===== config.mk =====
export PLATFORM = sky130hd
export DESIGN_NAME = dchan_regfile
export DESIGN_NICKNAME = d
export VERILOG_FILES = /design/src/rtl/dchan_pkg.sv /design/src/rtl/dchan_host_decode.sv /design/src/rtl/dchan_status_unit.sv /design/src/rtl/dchan_irq_unit.sv /design/src/rtl/dchan_regfile.sv
export SDC_FILE = /design/constraint.sdc
export NUM_CORES = 1
export LEC_CHECK = 0
export BUFFER_PORTS_ARGS = -buffer_cell sky130_fd_sc_hd__buf_4
export CORE_MARGIN = 1.5
export CORE_UTILIZATION = 35
export CTS_CLUSTER_DIAMETER = 150
export DETAILED_ROUTE_END_ITERATION = 12
export MAX_ROUTING_LAYER = met4
export PLACE_DENSITY = 0.69
export RECOVER_POWER = 50
export SYNTH_ARGS = -nofsm -noshare
export SYNTH_HDL_FRONTEND = slang
export SYNTH_HIERARCHICAL = 1
export SYNTH_SLANG_ARGS = --single-unit

===== constraint.sdc =====
create_clock -name clk -period 3.15 [get_ports clk]
set_input_delay 0.1575 -clock clk [delete_from_list [all_inputs] [get_ports clk]]
set_output_delay 0.1575 -clock clk [all_outputs]
set_load 0.1 [all_outputs]

===== src/rtl/dchan_pkg.sv =====
package dchan_pkg;
  localparam int unsigned REG_CNT = 8;
  localparam int unsigned OFS_W   = $clog2(REG_CNT);
  localparam int unsigned HADDR_W = OFS_W + 2;

  typedef enum logic [2:0] {
    RG_CFG   = 3'd0,
    RG_CTL   = 3'd1,
    RG_STS   = 3'd2,
    RG_VADDR = 3'd3,
    RG_BCNT  = 3'd4,
    RG_DIAG  = 3'd5,
    RG_SMAP  = 3'd6,
    RG_CMD   = 3'd7
  } reg_sel_e;

  localparam logic [1:0] SZ_LONG = 2'b10;

  // status bit positions
  localparam int unsigned ST_EXC  = 7;
  localparam int unsigned ST_ABT  = 12;
  localparam int unsigned ST_CMP  = 13;
  localparam int unsigned ST_ATN  = 16;
  localparam int unsigned ST_PGE  = 19;
  localparam int unsigned ST_BUSY = 31;

  localparam logic [31:0] ST_ERR_MASK  = 32'h608E_49FF;
  localparam logic [31:0] ST_DONE_MASK = (32'h1 << ST_ABT) | (32'h1 << ST_CMP);
  localparam logic [31:0] ST_W1C_MASK  = ST_ERR_MASK | ST_DONE_MASK;
  localparam logic [31:0] ST_IRQ_MASK  = 32'h000F_7000;
  localparam logic [31:0] ST_KEEP_MASK = ST_W1C_MASK | (32'h1 << ST_ATN) | (32'h1 << ST_BUSY);

  // control bit positions
  localparam int unsigned CT_INIT  = 0;
  localparam int unsigned CT_ABORT = 1;
  localparam int unsigned CT_IE    = 2;

  // configuration bit positions
  localparam int unsigned CF_PU = 22;
  localparam int unsigned CF_PD = 23;

  // diagnostic writable field starts here
  localparam int unsigned DG_LO = 22;
endpackage


===== src/rtl/dchan_host_decode.sv =====
module dchan_host_decode
  import dchan_pkg::*;
(
  input  logic                 host_req,
  input  logic                 host_we,
  input  logic [1:0]           host_size,
  input  logic [HADDR_W-1:0]   host_addr,
  output logic                 acc_ok,
  output logic                 acc_fault,
  output logic [REG_CNT-1:0]   wr_sel,
  output logic [OFS_W-1:0]     rd_ofs
);
  logic shape_ok;

  assign shape_ok  = (host_size == SZ_LONG) && (host_addr[1:0] == 2'b00);
  assign acc_ok    = host_req & shape_ok;
  assign acc_fault = host_req & ~shape_ok;
  assign rd_ofs    = host_addr[HADDR_W-1:2];

  for (genvar g = 0; g < REG_CNT; g++) begin : g_wsel
    assign wr_sel[g] = acc_ok & host_we & (host_addr[HADDR_W-1:2] == OFS_W'(g));
  end
endmodule


===== src/rtl/dchan_status_unit.sv =====
module dchan_status_unit
  import dchan_pkg::*;
(
  input  logic        clk,
  input  logic        rst_n,
  input  logic        init_clr,
  input  logic        start,
  input  logic        done,
  input  logic        fault,
  input  logic        attn_set,
  input  logic        attn_clr,
  input  logic        exc,
  input  logic        host_pge,
  input  logic        host_abort,
  input  logic        host_w1c_we,
  input  logic [31:0] host_wdata,
  output logic [31:0] sr_q,
  output logic [31:0] sr_nx,
  output logic [31:0] set_v
);
  logic        busy;
  logic        start_ok;
  logic [31:0] base;
  logic        sr_en;

  assign busy     = sr_q[ST_BUSY];
  assign start_ok = start & ~busy;

  always_comb begin
    set_v = '0;
    if (start & busy)        set_v[ST_PGE] = 1'b1;
    if (host_pge)            set_v[ST_PGE] = 1'b1;
    if (done)                set_v[ST_CMP] = 1'b1;
    if (fault | host_abort) begin
      set_v[ST_CMP] = 1'b1;
      set_v[ST_ABT] = 1'b1;
    end
    if (attn_set)            set_v[ST_ATN] = 1'b1;
    if (exc)                 set_v[ST_EXC] = 1'b1;
    if (init_clr)            set_v = '0;
  end

  always_comb begin
    base = sr_q;
    if (host_w1c_we) base = base & ~(host_wdata & ST_W1C_MASK);
    if (start_ok)    base = (base & ~ST_W1C_MASK) | (32'h1 << ST_BUSY);
    sr_nx = base | set_v;
    if (attn_clr & ~attn_set)            sr_nx[ST_ATN]  = 1'b0;
    if (|(set_v & ST_DONE_MASK))         sr_nx[ST_BUSY] = 1'b0;
    sr_nx = sr_nx & ST_KEEP_MASK;
    if (init_clr) sr_nx = '0;
  end

  assign sr_en = (sr_nx != sr_q);

  always_ff @(posedge clk or negedge rst_n) begin
    if (!rst_n)     sr_q <= '0;
    else if (sr_en) sr_q <= sr_nx;
  end
endmodule


===== src/rtl/dchan_irq_unit.sv =====
module dchan_irq_unit
  import dchan_pkg::*;
(
  input  logic        clk,
  input  logic        rst_n,
  input  logic        init_clr,
  input  logic        ie_nx,
  input  logic [31:0] set_v,
  input  logic [31:0] sr_nx,
  output logic        irq_q
);
  logic raise;
  logic hold;
  logic irq_nx;

  assign raise  = (|(set_v & ST_IRQ_MASK)) & ie_nx & ~sr_nx[ST_BUSY];
  assign hold   = irq_q & ie_nx & (|(sr_nx & ST_IRQ_MASK));
  assign irq_nx = ~init_clr & (raise | hold);

  always_ff @(posedge clk or negedge rst_n) begin
    if (!rst_n) irq_q <= 1'b0;
    else        irq_q <= irq_nx;
  end
endmodule


===== src/rtl/dchan_regfile.sv =====
module dchan_regfile
  import dchan_pkg::*;
#(
  parameter logic [7:0] ADAPTER_CODE = 8'h20,
  parameter int unsigned VA_W = 17,
  parameter int unsigned BC_W = 16
) (
  input  logic                clk,
  input  logic                rst_n,
  input  logic                host_req,
  input  logic                host_we,
  input  logic [1:0]          host_size,
  input  logic [HADDR_W-1:0]  host_addr,
  input  logic [31:0]         host_wdata,
  output logic [31:0]         host_rdata,
  output logic                host_err,
  input  logic                xfer_start,
  input  logic                xfer_done,
  input  logic                xfer_fault,
  input  logic                attn_set,
  input  logic                attn_clr,
  input  logic                exc_event,
  input  logic [31:0]         smap_in,
  input  logic [31:0]         cmd_in,
  output logic                irq
);
  localparam int unsigned DG_W = 32 - DG_LO;

  // reset release synchronizer
  logic [1:0] rst_pipe;
  logic       rst_sync_n;

  always_ff @(posedge clk or negedge rst_n) begin
    if (!rst_n) rst_pipe <= 2'b00;
    else        rst_pipe <= {rst_pipe[0], 1'b1};
  end
  assign rst_sync_n = rst_pipe[1];

  logic               acc_ok;
  logic [REG_CNT-1:0] wr_sel;
  logic [OFS_W-1:0]   rd_ofs;

  dchan_host_decode u_dec (
    .host_req  (host_req),
    .host_we   (host_we),
    .host_size (host_size),
    .host_addr (host_addr),
    .acc_ok    (acc_ok),
    .acc_fault (host_err),
    .wr_sel    (wr_sel),
    .rd_ofs    (rd_ofs)
  );

  logic [31:0] sr_q;
  logic [31:0] sr_nx;
  logic [31:0] set_v;
  logic        busy;
  logic        init_clr;
  logic        host_pge;
  logic        host_abort;

  assign busy       = sr_q[ST_BUSY];
  assign init_clr   = wr_sel[RG_CTL] & host_wdata[CT_INIT];
  assign host_pge   = (wr_sel[RG_VADDR] | wr_sel[RG_BCNT]) & busy;
  assign host_abort = wr_sel[RG_CTL] & host_wdata[CT_ABORT] & busy;

  // control: bits 3:1 kept
  logic [3:1] ctl_q, ctl_nx;
  logic       ctl_en;

  assign ctl_en = wr_sel[RG_CTL];
  assign ctl_nx = ctl_en ? host_wdata[3:1] : ctl_q;

  always_ff @(posedge clk or negedge rst_sync_n) begin
    if (!rst_sync_n)  ctl_q <= '0;
    else if (ctl_en)  ctl_q <= ctl_nx;
  end

  // configuration: power-up / power-down flags
  logic [1:0] cfg_q, cfg_nx;
  logic       cfg_en;

  always_comb begin
    cfg_nx = cfg_q;
    if (wr_sel[RG_CFG]) cfg_nx = cfg_q & ~host_wdata[CF_PD:CF_PU];
    if (init_clr)       cfg_nx = 2'b01;
  end
  assign cfg_en = wr_sel[RG_CFG] | init_clr;

  always_ff @(posedge clk or negedge rst_sync_n) begin
    if (!rst_sync_n) cfg_q <= 2'b01;
    else if (cfg_en) cfg_q <= cfg_nx;
  end

  // virtual address and byte count: refused while busy
  logic [VA_W-1:0] va_q, va_nx;
  logic [BC_W-1:0] bc_q, bc_nx;
  logic            va_en, bc_en;

  assign va_en = init_clr | (wr_sel[RG_VADDR] & ~busy);
  assign bc_en = init_clr | (wr_sel[RG_BCNT] & ~busy);
  assign va_nx = init_clr ? '0 : host_wdata[VA_W-1:0];
  assign bc_nx = init_clr ? '0 : host_wdata[BC_W-1:0];

  always_ff @(posedge clk or negedge rst_sync_n) begin
    if (!rst_sync_n) va_q <= '0;
    else if (va_en)  va_q <= va_nx;
  end

  always_ff @(posedge clk or negedge rst_sync_n) begin
    if (!rst_sync_n) bc_q <= '0;
    else if (bc_en)  bc_q <= bc_nx;
  end

  // diagnostic upper field
  logic [DG_W-1:0] dg_q, dg_nx;
  logic            dg_en;

  assign dg_en = init_clr | wr_sel[RG_DIAG];
  assign dg_nx = init_clr ? '0 : host_wdata[31:DG_LO];

  always_ff @(posedge clk or negedge rst_sync_n) begin
    if (!rst_sync_n) dg_q <= '0;
    else if (dg_en)  dg_q <= dg_nx;
  end

  dchan_status_unit u_sts (
    .clk         (clk),
    .rst_n       (rst_sync_n),
    .init_clr    (init_clr),
    .start       (xfer_start),
    .done        (xfer_done),
    .fault       (xfer_fault),
    .attn_set    (attn_set),
    .attn_clr    (attn_clr),
    .exc         (exc_event),
    .host_pge    (host_pge),
    .host_abort  (host_abort),
    .host_w1c_we (wr_sel[RG_STS]),
    .host_wdata  (host_wdata),
    .sr_q        (sr_q),
    .sr_nx       (sr_nx),
    .set_v       (set_v)
  );

  dchan_irq_unit u_irq (
    .clk      (clk),
    .rst_n    (rst_sync_n),
    .init_clr (init_clr),
    .ie_nx    (ctl_nx[CT_IE]),
    .set_v    (set_v),
    .sr_nx    (sr_nx),
    .irq_q    (irq)
  );

  // read path
  logic [31:0] rd_mux;

  always_comb begin
    case (reg_sel_e'(rd_ofs))
      RG_CFG:   rd_mux = {8'h00, cfg_q, 14'h0000, ADAPTER_CODE};
      RG_CTL:   rd_mux = {28'h0000000, ctl_q, 1'b0};
      RG_STS:   rd_mux = sr_q;
      RG_VADDR: rd_mux = 32'(va_q);
      RG_BCNT:  rd_mux = 32'(bc_q);
      RG_DIAG:  rd_mux = {dg_q, {DG_LO{1'b0}}};
      RG_SMAP:  rd_mux = smap_in;
      RG_CMD:   rd_mux = cmd_in;
      default:  rd_mux = '0;
    endcase
  end

  assign host_rdata = (acc_ok & ~host_we) ? rd_mux : 32'h0;
endmodule


==> reports/qor.txt, run 1 <==
Status = finished with violations
Failing checks = max-capacitance violations, max-slew violations
Share of cells above drive strength 1 = 0.328
Final GP Congestion = 0.809
PD cells = 410 nW/um^2
CP Cell Sequence = clkbuf_4 > or4b_1 > nor3_1 > and2_0 > a21oi_2 > and3_1 > or4_1 > nor4_2 > o22ai_1
Final hold vios = 0
Instance count on the critical path = 9
CTS Buffer Depth = 2
CTS root buffer = clkbuf_16
Period minus WS final = 2.71 ns
GRT Overall Usage = 0.216
Placed Instances = 795
Worst skew pair latency = 0.33 ns
Clock tree sinks = 72
Critical Path Fanout Max = 25
LEAKAGE = 2.70 nW
Worst Hold Path EP = va_q[16]$_DFFE_PN0P_
Aggregate global routing overflow = 0
Setup WS post-layout = 0.440 ns
Reg clk slew, reported paths = 0.06 ns
Largest stage delay, worst path = 0.69 ns
CP endpoint kind = flop
Buffers added on ports = 144
CP max-delay cell = or4b_1
Number of H-tree levels = 3
Vias/cell = 5.33
R2R Path Start = u_sts/sr_q[31]$_DFFE_PN0P_
Routed Antenna Nets = 0
CTS tree = done
Core area = 12600 sq um
Min-delay src = host_wdata[16]
Final setup viols = 0
Final core utilization = 0.467
Req. time, crit path = 3.34 ns
# nets final = 748
Diode count = 0
RR Endpoint = u_irq/irq_q$_DFF_PN0_
RSZ-0062 raised after global routing = no
Rel. slew slack = -0.0618
Final WL = 14.1 mm
CP Buf/Inv Count = 1
Die width = 116 microns
Hold depth = 3
Worst Skew = 0.00790 ns
Non-filler instance count after layout = 812
Fin. max-slew vios = 71
Vias = 4329
# DRC = 0
Mean Syn Cell Area = 8.82 sq um
Die area = 13500 sq um
Initial DRC Count = 296
# IOs = 147
First-pass GRT wire length = 21.6 mm
Slew @ Worst Pin = 1.59 ns
Hold Slack = 0.0805 ns
Row count = 41
HPWL after DPL = 9.85 mm
# resized after CTS = 0
Total CTS buffers = 9
Layout fillers = 1228
Pin count of the biggest net entering global routing = 71
Die Ht = 116 microns
Area growth from synthesis to layout = 31.3%
Drt pass-1 iters = 6
CP delay by family, top = simple AND/OR/NAND/NOR gates
F_max = 369 MHz
Cell depth of the worst flop-to-flop path = 6
Final cycle utilization of the critical path = 0.860
Crit path DAT = 2.90 ns
Yosys warns = 6
WL/cell = 17.3 microns
Max Cap Violations = 1
CP startpoint kind = input port
Worst setup path start = host_size[0]
Initial Utilization = 0.356
Syn Inst Count = 507
DP Worst Slack = 0.256 ns
Setup_tns = 0 ns
Worst vdd ir = 257 uV
Post-Syn Area = 4470 sq um
WS Path Type = in2reg
Min-Delay Path Class = in2reg
Via count of the first global-routing pass = 4246
Initial antenna violation count = 0
Register-to-register setup slack = 1.01 ns
worst reg2reg max path: stages, from the launching register on:
cell and delay, ns:
dfrtp_1 0.54, inv_1 0.10, a21oi_2 0.80, and3_1 0.29, or4_1 0.15, nor4_2 0.05
o22ai_1 0.14
flip-flops by register name, indices dropped and copies added (netlist names):
register     cells
bc_q            16
cfg_q            2
ctl_q            3
dg_q            10
rst_pipe         2
u_irq/irq_q      1
u_sts/sr_q      21
va_q            17
per-layer routing:
metal  wire length, microns  vias to the layer above  track usage
li1                       -                     2015            -
met1                   5850                     2116        0.266
met2                   7060                      189        0.365
met3                   1020                        9       0.0387
met4                    137                        0       0.0610
met5                      0                        -            -
worst max-delay path by stage:
| stage | to |
|---|---|
| 2_1_floorplan | host_rdata[0] |
| 3_3_place_gp | u_irq/irq_q$_DFF_PN0_ |
| 3_5_place_dp | u_irq/irq_q$_DFF_PN0_ |
| 4_1_cts | host_rdata[0] |
| 5_1_grt | u_irq/irq_q$_DFF_PN0_ |
| 6_report | u_irq/irq_q$_DFF_PN0_ |
final cells by class:
class	count	area, sq um	area share
Timing Repair Buffer	160	1190	0.202
Tap cell	172	215	0.0367
Inverter	7	26.3	0.00447
Multi-Input combinational cell	385	2320	0.396
Clock inverter	6	85.1	0.0145
Sequential cell	72	1800	0.307
Clock buffer	10	229	0.0390
stage by stage:
stage | area (sq um) | total power [W]
after floorplan | 4540 | 0.00120
after global placement | 5570 | 0.00134
after global routing | 5870 | 0.00250
final | 5870 | 0.00241
after CTS | 5900 | 0.00243
after detailed placement | 5570 | 0.00135
power breakdown:
part	switching (W)	internal [W]
Clock	0.000387	0.000691
Sequential	0.0000376	0.000959
Combinational	0.000167	0.000166
layout by cell type, fill, tap and decap left out, types with 4 or more instances in the layout:
cell type	n
a211o_1	7
o21ai_0	4
a21oi_2	7
a211oi_1	6
nor3_1	5
nor2_1	42
a22oi_1	28
clkbuf_1	5
mux2i_1	30
a21oi_1	61
inv_1	6
a31o_2	7
clkbuf_16	9
buf_4	154
and3_1	20
nand2_1	91
dfrtp_1	70
nor2b_1	7
conb_1	15
a221oi_1	6
mux2_2	9
nand2b_1	5
repair_timing:
| item | CTS | global route |
|---|---|---|
| hold buffers | 1 | 0 |
| endpoints found under the hold margin | 2 | 0 |
| buffers inserted | 0 | 0 |
Power figures use the tool's default switching activity.
==> inputs of run 2 (changes only) <==
PLACE_DENSITY = 0.67   (was 0.69)
==> reports/qor.txt, run 2 (synthesis results as in run 1) <==
Most common cell after layout, fill and taps aside = buf_4
Max FFs per register = 21 (unchanged)
RSZ-0062 raised after global routing = no
Number of H-tree levels = 3 (unchanged)
Status = finished with violations
Hold Slack = 0.0766 ns (-0.00390 ns)
Tot Pwr = 0.00226 W (-6.1%)
Crit path DAT = 2.96 ns (+0.06 ns)
WL/cell = 17.1 microns (-1.3%)
LEAKAGE = 2.69 nW (-0.49%)
DP Worst Slack = 0.239 ns (-0.0169 ns)
# IOs = 147 (unchanged)
RR Endpoint = u_irq/irq_q$_DFF_PN0_
# hold bufs at CTS = 1 (unchanged)
Register area = 1800 sq um (unchanged)
Share of cells above drive strength 1 = 0.327 (-0.00156)
CP endpoint kind = flop
Drt pass-1 iters = 5 (-1)
CTS Buffer Depth = 2 (unchanged)
HPWL after DPL = 9.82 mm (-0.31%)
Buffers added on ports = 144 (unchanged)
DP Area = 5570 sq um (unchanged)
Core area = 12600 sq um (unchanged)
Area of the multi-input gates = 2320 sq um (unchanged)
Flop pwr share = 0.441 (+0.027)
Routed Antenna Nets = 0 (unchanged)
Commonest cells after routing, fill and taps aside = buf_4 (153), nand2_1 (91), dfrtp_1 (70)
# resized after CTS = 0 (unchanged)
CTS root buffer = clkbuf_16
Register-to-register setup slack = 1.03 ns (+0.02 ns)
Failing checks = max-capacitance violations, max-slew violations
# DRC = 0 (unchanged)
Die Ht = 116 microns (unchanged)
Min-delay src = host_wdata[9]
Total CTS buffers = 9 (unchanged)
# nets final = 748 (unchanged)
Gate power share = 0.146 (+0.008)
Final GP Congestion = 0.791 (-2.3%)
Fin. max-slew vios = 71 (unchanged)
Aggregate global routing overflow = 0 (unchanged)
WS Path Type = in2reg
PD cells = 388 nW/um^2 (-5.4%)
Pint = 0.00168 W (-7.6%)
CP startpoint kind = input port
Slew @ Worst Pin = 1.53 ns (-0.0601 ns)
Diode count = 0 (unchanged)
Area growth from synthesis to layout = 30.3%
Clock power share = 0.413 (-0.035)
CTS tree = done
Clock tree sinks = 72 (unchanged)
Cell depth of the worst flop-to-flop path = 6 (unchanged)
Max Cap Violations = 1 (unchanged)
Worst skew pair latency = 0.33 ns (about the same)
First-pass GRT wire length = 21.3 mm (-1.2%)
Final instance area = 5830 sq um (-0.72%)
Largest registers = u_sts/sr_q (21), va_q (17), bc_q (16)
Worst Skew = 0.00703 ns (-0.000868 ns)
Min-Delay Path Class = in2reg
Initial antenna violation count = 0 (unchanged)
R2R Path Start = u_sts/sr_q[31]$_DFFE_PN0P_
Vias = 4307 (-0.51%)
Pin count of the biggest net entering global routing = 71 (unchanged)
Vias/cell = 5.30 (-0.51%)
Worst Hold Path EP = va_q[9]$_DFFE_PN0P_
Critical Path Fanout Max = 25 (unchanged)
Worst vdd ir = 215 uV (-16%)
GRT Overall Usage = 0.215 (-0.00159)
Biggest register = u_sts/sr_q
Hold depth = 3 (unchanged)
Setup WS post-layout = 0.385 ns (-0.0552 ns)
Req. time, crit path = 3.35 ns (about the same)
Reg clk slew, reported paths = 0.06 ns (about the same)
Layout fillers = 1232 (+0.33%)
F_max = 362 MHz (-2.0%)
Final hold vios = 0 (unchanged)
Initial DRC Count = 352 (+19%)
Via count of the first global-routing pass = 4168 (-1.8%)
Die width = 116 microns (unchanged)
Final WL = 13.9 mm (-1.3%)
Row count = 41 (unchanged)
Period minus WS final = 2.76 ns (+0.0552 ns)
Die area = 13500 sq um (unchanged)
Postcts setup bufs = 0 (unchanged)
Final core utilization = 0.464 (-0.00339)
Final setup viols = 0 (unchanged)
Final cycle utilization of the critical path = 0.878 (+0.0175)
Sw Pwr = 0.000585 W (-1.3%)
Sw frac = 0.258 (+0.0125)
Initial Utilization = 0.356 (unchanged)
Rel. slew slack = -0.0217 (+0.0400)
run 2: worst max path at each step:
stage	from	end	slack, ns	depth (start not counted)
2_1_floorplan	host_size[0]	host_rdata[0]	-0.04	7
3_3_place_gp	host_size[0]	u_irq/irq_q$_DFF_PN0_	0.33	9
3_5_place_dp	host_size[0]	u_irq/irq_q$_DFF_PN0_	0.24	9
4_1_cts	host_size[0]	u_irq/irq_q$_DFF_PN0_	0.57	9
5_1_grt	host_size[0]	u_irq/irq_q$_DFF_PN0_	0.24	9
6_report	host_size[0]	u_irq/irq_q$_DFF_PN0_	0.39	9
run 2: cell type report:
type	instances	share of cell area
well taps	172	0.0369
flip-flops and latches	72	0.310
repair buffers	160	0.203
inverters	7	0.00451
clock inverters	5	0.00558
clock buffers	11	0.0416
multi-input cells	385	0.399
run 2: power by group through the flow:
stage               combinational (W)  sequential (W)  clock, W
finish                       0.000331        0.000997  0.000934
CTS                          0.000333        0.000999  0.000957
global placement             0.000324         0.00101         0
global route                 0.000358         0.00101  0.000996
detailed placement           0.000330         0.00102         0
floorplan                    0.000196         0.00101         0
run 2: per-stage QoR:
stage,cells,setup TNS [ns]
6_report,812,0
4_1_cts,812,0
5_1_grt,812,0
2_1_floorplan,520,-0.312
3_3_place_gp,795,0
3_5_place_dp,795,0
run 2: worst max-delay path, stage by stage:
cell      delay (ns)
clkbuf_4        0.10
or4b_1          0.68
nor3_1          0.36
and2_0          0.33
a21oi_2         0.24
and3_1          0.28
or4_1           0.55
nor4_2          0.14
o22ai_1         0.12
run 2: routing by layer:
| layer | global-route usage | part of all wire | wire (microns) | up-vias |
|---|---|---|---|---|
| met5 | - | 0 | 0 | - |
| met2 | 0.351 | 0.48 | 6690 | 206 |
| met3 | 0.0324 | 0.073 | 1010 | 34 |
| met1 | 0.265 | 0.41 | 5740 | 2059 |
| met4 | 0.0911 | 0.032 | 440 | 0 |
| li1 | - | - | - | 2008 |
